--- config.mk ---
export PLATFORM = sky130hd
export DESIGN_NAME = smac_unit
export DESIGN_NICKNAME = d
export VERILOG_FILES = /design/src/rtl/smac_pkg.sv /design/src/rtl/smac_product.sv /design/src/rtl/smac_sat.sv /design/src/rtl/smac_unit.sv
export SDC_FILE = /design/constraint.sdc
export NUM_CORES = 2
export LEC_CHECK = 0
export ABC_AREA = 1
export BUFFER_PORTS_ARGS = -buffer_cell sky130_fd_sc_hd__buf_2
export CORE_MARGIN = 5
export CORE_UTILIZATION = 53
export CTS_CLUSTER_DIAMETER = 150
export DETAILED_ROUTE_END_ITERATION = 16
export PLACE_DENSITY = 0.77
export SLEW_MARGIN = 10
export SYNTH_ARGS = -nofsm -noshare
export SYNTH_HDL_FRONTEND = slang
export SYNTH_SLANG_ARGS = --single-unit
--- constraint.sdc ---
create_clock -name clk -period 2.9 [get_ports clk]
set_clock_uncertainty 0.1 [all_clocks]
set_input_delay 0.58 -clock clk [delete_from_list [all_inputs] [get_ports clk]]
set_output_delay 0.58 -clock clk [all_outputs]
set_load 0.1 [all_outputs]
--- src/rtl/smac_pkg.sv ---
package smac_pkg;

    typedef enum logic {
        MODE_LONG = 1'b0,
        MODE_WORD = 1'b1
    } mac_mode_e;

endpackage

--- src/rtl/smac_product.sv ---
module smac_product
    import smac_pkg::*;
#(
    parameter int DATA_W = 32
) (
    input  logic [DATA_W-1:0]     a_i,
    input  logic [DATA_W-1:0]     b_i,
    input  mac_mode_e             mode_i,
    output logic [2*DATA_W-1:0]   prod_o
);
    localparam int ACC_W  = 2 * DATA_W;
    localparam int HALF_W = DATA_W / 2;

    logic [DATA_W-1:0] a_x;
    logic [DATA_W-1:0] b_x;
    logic signed [ACC_W-1:0] a_w;
    logic signed [ACC_W-1:0] b_w;

    // Pick operand width: word mode keeps the low half and sign-extends it.
    always_comb begin
        if (mode_i == MODE_WORD) begin
            a_x = {{(DATA_W-HALF_W){a_i[HALF_W-1]}}, a_i[HALF_W-1:0]};
            b_x = {{(DATA_W-HALF_W){b_i[HALF_W-1]}}, b_i[HALF_W-1:0]};
        end else begin
            a_x = a_i;
            b_x = b_i;
        end
        a_w    = {{DATA_W{a_x[DATA_W-1]}}, a_x};
        b_w    = {{DATA_W{b_x[DATA_W-1]}}, b_x};
        prod_o = a_w * b_w;
    end

endmodule

--- src/rtl/smac_sat.sv ---
module smac_sat
    import smac_pkg::*;
#(
    parameter int DATA_W = 32
) (
    input  logic                  clk,
    input  logic                  rst_n,
    input  logic                  en_i,
    input  logic [2*DATA_W-1:0]   acc_i,
    input  logic [2*DATA_W-1:0]   prod_i,
    input  mac_mode_e             mode_i,
    input  logic                  sat_i,
    output logic [DATA_W-1:0]     hi_o,
    output logic [DATA_W-1:0]     lo_o
);
    localparam int ACC_W  = 2 * DATA_W;
    localparam int HALF_W = DATA_W / 2;
    localparam logic [ACC_W-1:0]  LIM_LO  = {{(DATA_W+1){1'b1}}, {(DATA_W-1){1'b0}}};
    localparam logic [ACC_W-1:0]  LIM_HI  = {{(DATA_W+1){1'b0}}, {(DATA_W-1){1'b1}}};
    localparam logic [DATA_W-1:0] NEG_SET = {{HALF_W{1'b1}}, {(DATA_W-HALF_W){1'b0}}};
    localparam logic [DATA_W-1:0] POS_KEEP = {{(DATA_W-HALF_W+1){1'b0}}, {(HALF_W-1){1'b1}}};
    localparam logic [DATA_W-1:0] MARK    = DATA_W'(1);
    localparam logic [DATA_W-1:0] MIN_LO  = {1'b1, {(DATA_W-1){1'b0}}};
    localparam logic [DATA_W-1:0] MAX_LO  = {1'b0, {(DATA_W-1){1'b1}}};

    logic [ACC_W-1:0] sum;
    logic             below;
    logic             above;

    always_comb begin
        sum   = acc_i + prod_i;
        below = $signed(sum) < $signed(LIM_LO);
        above = $signed(sum) > $signed(LIM_HI);
        hi_o  = sum[ACC_W-1:DATA_W];
        lo_o  = sum[DATA_W-1:0];
        if (sat_i) begin
            if (mode_i == MODE_LONG) begin
                if (sum[ACC_W-1]) hi_o = hi_o | NEG_SET;
                else              hi_o = hi_o & POS_KEEP;
            end else if (below) begin
                hi_o = MARK;
                lo_o = MIN_LO;
            end else if (above) begin
                hi_o = MARK;
                lo_o = MAX_LO;
            end
        end
    end

    // long-mode saturation leaves the top bits as a sign fill
    assert_long_fill_R5: assert property (@(posedge clk) disable iff (!rst_n)
        (en_i && sat_i && mode_i == MODE_LONG) |->
            ((hi_o[DATA_W-1:DATA_W-HALF_W] == '1) ||
             (hi_o[DATA_W-1:DATA_W-HALF_W-1] == '0)));

    // word-mode saturated high half is a plain sign extension or the marker
    assert_word_high_R6: assert property (@(posedge clk) disable iff (!rst_n)
        (en_i && sat_i && mode_i == MODE_WORD) |->
            (hi_o == '0 || hi_o == '1 || hi_o == MARK));

    // the marker always comes with one of the two clamp values
    assert_word_clamp_R6: assert property (@(posedge clk) disable iff (!rst_n)
        (en_i && sat_i && mode_i == MODE_WORD && hi_o == MARK) |->
            (lo_o == MIN_LO || lo_o == MAX_LO));

endmodule

--- src/rtl/smac_unit.sv ---
module smac_unit
    import smac_pkg::*;
#(
    parameter int DATA_W = 32
) (
    input  logic              clk,
    input  logic              rst_n,
    input  logic              start_i,
    input  logic              word_mode_i,
    input  logic              sat_en_i,
    input  logic [DATA_W-1:0] op_a_i,
    input  logic [DATA_W-1:0] op_b_i,
    input  logic              clr_i,
    input  logic              ld_hi_i,
    input  logic              ld_lo_i,
    input  logic [DATA_W-1:0] ld_data_i,
    output logic [DATA_W-1:0] mach_o,
    output logic [DATA_W-1:0] macl_o,
    output logic              done_o
);
    localparam int ACC_W = 2 * DATA_W;

    typedef struct packed {
        logic              s1_vld;
        mac_mode_e         s1_mode;
        logic              s1_sat;
        logic [ACC_W-1:0]  s1_prod;
        logic [DATA_W-1:0] hi;
        logic [DATA_W-1:0] lo;
        logic              done;
    } mac_state_t;

    mac_state_t st_d, st_q;

    mac_mode_e         mode_in;
    logic [ACC_W-1:0]  prod_w;
    logic [DATA_W-1:0] sat_hi;
    logic [DATA_W-1:0] sat_lo;
    logic              wr_ok;

    assign mode_in = mac_mode_e'(word_mode_i);

    smac_product #(.DATA_W(DATA_W)) u_prod (
        .a_i    (op_a_i),
        .b_i    (op_b_i),
        .mode_i (mode_in),
        .prod_o (prod_w)
    );

    smac_sat #(.DATA_W(DATA_W)) u_sat (
        .clk    (clk),
        .rst_n  (rst_n),
        .en_i   (st_q.s1_vld),
        .acc_i  ({st_q.hi, st_q.lo}),
        .prod_i (st_q.s1_prod),
        .mode_i (st_q.s1_mode),
        .sat_i  (st_q.s1_sat),
        .hi_o   (sat_hi),
        .lo_o   (sat_lo)
    );

    always_comb begin
        st_d        = st_q;
        st_d.done   = 1'b0;
        st_d.s1_vld = start_i;
        if (start_i) begin
            st_d.s1_mode = mode_in;
            st_d.s1_sat  = sat_en_i;
            st_d.s1_prod = prod_w;
        end
        wr_ok = st_q.s1_vld && !clr_i && !ld_hi_i && !ld_lo_i;
        if (wr_ok) begin
            st_d.hi   = sat_hi;
            st_d.lo   = sat_lo;
            st_d.done = 1'b1;
        end
        if (ld_hi_i) st_d.hi = ld_data_i;
        if (ld_lo_i) st_d.lo = ld_data_i;
        if (clr_i) begin
            st_d.hi = '0;
            st_d.lo = '0;
        end
    end

    always_ff @(posedge clk or negedge rst_n) begin
        if (!rst_n) st_q <= '0;
        else        st_q <= st_d;
    end

    assign mach_o = st_q.hi;
    assign macl_o = st_q.lo;
    assign done_o = st_q.done;

    // clear empties both halves one edge later
    assert_clear_R8: assert property (@(posedge clk) disable iff (!rst_n)
        clr_i |=> (mach_o == '0 && macl_o == '0));

    // a done strobe only ever follows a start two edges earlier
    assert_done_lat_R2: assert property (@(posedge clk) disable iff (!rst_n)
        done_o |-> $past(start_i, 2));

    // direct writes suppress the completion strobe
    assert_drop_R10: assert property (@(posedge clk) disable iff (!rst_n)
        (clr_i || ld_hi_i || ld_lo_i) |=> !done_o);

    // a high-half load without clear lands on the output
    assert_load_hi_R9: assert property (@(posedge clk) disable iff (!rst_n)
        (ld_hi_i && !clr_i) |=> (mach_o == $past(ld_data_i)));

endmodule

==> flow_summary_export.csv <==
group,metric,value,unit
die,rows,112,
synth,synth.cells.most_frequent,"nand2_1 (1,900), inv_1 (1,623), fa_1 (1,083)",
die,start_util,0.5315,
synth,synth_seq_cells,132,
final_layout,drive_above_1_share,0.2377,
die,dieWidth,315.2,um
die,die_h,315.2,um
sta,fin_crit,7828,ps
route,wl,173100,um
place,gp_congestion,1.013,
die,io_pins,169,
worst_setup_path,start_kind,"primary input",
global_route,antenna_found_initial,5,
synth,synth_top_cell_by_area,"fa_1",
worst_setup_path,cpLargestDelayFamily,"adder cells",
synth,synth_async_sr_flop_share,1.000,
global_route,grt_pass1_vias,48610,
sta,finalCritPeriodShare,2.699,
sta,worst_slack,-4928,ps
synth,synth_cell_types,49,
clock_network,clock_latency,450,ps
worst_setup_path,crit_path_max_incr_delay,560,ps
sta,max_freq,127.7,MHz
place,post_dp_cell_area,0.05895,mm2
die,core,0.09291,mm2
final_layout,seq_area,0.003304,mm2
place,io_buffers,168,
synth,synthTopCellsByArea,"fa_1 (44%), nand2_1 (14%), inv_1 (12%)",
place,place_ws,-5652,ps
worst_setup_path,endpoint_kind,"flip-flop",
synth,synth_most_common_cell,"nand2_1",
final_layout,syn_to_final_growth,26.76,%
clock_network,clock_path_buffers,2,
route,ant_nets,0,
final_layout,multiInputGateArea,0.04084,mm2
worst_setup_path,crit_buf_inv,9,
synth,syn_inst,6611,
clock_network,cts_made_buffers,17,
sta,fin_tns_setup,-293140,ps
route,drc,0,
route,num_vias,46550,
clock_network,htreeDepth,4,
global_route,overflow,0,
hold_path,worstHoldPathType,"primary input to flip-flop",
sta,maxSlewHeadroom,0.3182,
worst_setup_path,cp_max_fo,8,
route,routedWlPerCell,19.61,um
global_route,grt_start_max_net_pins,63,
final_layout,fin_area,0.06259,mm2
route,dr.pass1.iters,9,
final_layout,final_cells,8827,
synth,synth-edff-count,0,
place,dp.cells,8723,
sta,tightest_slew,1022,ps
sta,drv_slew,0,
die,dieArea,0.09937,mm2
clock_network,clock_sinks,132,
synth,dominantRegCellSynth,"dfrtp_1",
sta,rsz0062_at_grt,"true",
worst_setup_path,arrival,8060,ps
run,max_cap_violations,0,
synth,yosysSeqAreaShare,0.06690,
synth,synth_top_cell_area_share,0.4391,
clock_network,root_buffer,"clkbuf_16",
final_layout,fillers,7490,
route,drt-initial-drc-count,4368,
synth,synth.yosys.warnings,0,
place,hpwl,147900,um
synth,netlist_area,0.04938,mm2
final_layout,final_nets,8992,
synth,synth.avg_cell_area,7.469,um2
worst_setup_path,crit_type,"primary input to flip-flop",
clock_network,tritoncts,"done",
run_status,status,"complete, but fails checks",
synth,syn_nets,8045,
worst_setup_path,worst_ep_required_time,3140,ps
sta,hold_viol,0,
run_status,violations,"setup timing",
sta,finalSetupViolCount,124,
clock_network,clk_pin_slew,60,ps
worst_setup_path,cpMaxStageDelayCell,"fa_1",
worst_setup_path,critPathMostFrequentCell,"fa_1",
global_route,grt_use_total,0.3489,
global_route,grt_pass1_wl,268000,um
route,via_per_inst,5.274,
==> logic make-up after synthesis <==
group / share of synthesized area
adders and majority gates: 0.5017
AOI/OAI and AO/OA: 0.03907
buffers and inverters: 0.1559
and+or+nand+nor: 0.2219
DFF: 0.06690
xor gates and xnor gates: 0.01452
==> routing by layer <==
metal	share of wire	global-route usage
met1	0.39	0.4627
met2	0.46	0.5668
met3	0.094	0.06836
met4	0.052	0.1434
met5	0.000075	0
==> flip-flops by register name, indices dropped and copies added, names as in the netlist <==
register,count
st_q,67
mach_o,32
macl_o,32
done_o,1
==> stage by stage <==
step | hold WS [ps] | util
5_1_grt | 317.2 | 0.6737
3_5_place_dp | 388.3 | 0.6345
3_3_place_gp | 383.4 | 0.6345
2_1_floorplan | 184.4 | -
4_1_cts | 306.0 | 0.6632
6_report | 315.2 | 0.6737
==> tightest hold or removal path: stages <==
cell and delay, ps:
buf_2 80, nand2_1 80, o21ai_0 80
==> cell usage in the layout, fill, tap and decap left out, drive strengths merged, types with 4 or more instances in the layout <==
cell type     n
a21o         15
a21oi       164
a31oi        26
buf        1215
bufinv        5
clkbuf       19
clkinv       28
clkinvlp      7
dfrtp       132
fa         1083
ha          247
inv        1660
nand2      1918
nand3       146
nand3b        4
nand4        47
nor2        568
nor3         27
nor4          9
o21a          8
o21ai       101
o21bai       16
o221ai        5
or2          21
xnor2        52
xor2         29
==> worst paths after layout <==
| check | start | endpoint | slack, ps | cells after the start |
|---|---|---|---|---|
| min | sat_en_i | st_q[129]$_DFFE_PN0P_ | 320 | 3 |
| max in group asynchronous | rst_n | st_q[88]$_DFFE_PN0P_ | 1580 | 3 |
| min in group asynchronous | rst_n | mach_o[24]$_DFFE_PN0P_ | 480 | 2 |
| min reg2reg | st_q[68]$_DFFE_PN0P_ | st_q[68]$_DFFE_PN0P_ | 400 | 2 |
| max | word_mode_i | st_q[126]$_DFFE_PN0P_ | -4930 | 32 |
| max reg2reg | macl_o[21]$_DFFE_PN0P_ | macl_o[2]$_DFFE_PN0P_ | -940 | 24 |
==> area by class of cell <==
| class | instances | area share |
|---|---|---|
| diodes | 2 | 0.00007996 |
| clock buffers | 18 | 0.007016 |
| clock inverters | 14 | 0.003558 |
| inverters | 1686 | 0.1022 |
| multi-input cells | 4504 | 0.6525 |
| flip-flops and latches | 132 | 0.05279 |
| well taps | 1254 | 0.02507 |
| repair buffers | 1217 | 0.1568 |
==> what timing repair did <==
action / in CTS / in global routing
hold buffers: 1 / 0
endpoints found under the setup margin: 124 / 124
hold endpoints to repair: 30 / 0
pin swaps: 78 / 94
gates resized for setup: 352 / 207
setup buffers: 50 / 18
gates cloned: 5 / 0
Power is not shown: default switching activity piles up to over one toggle a cycle in this logic, so the estimate is an artifact.
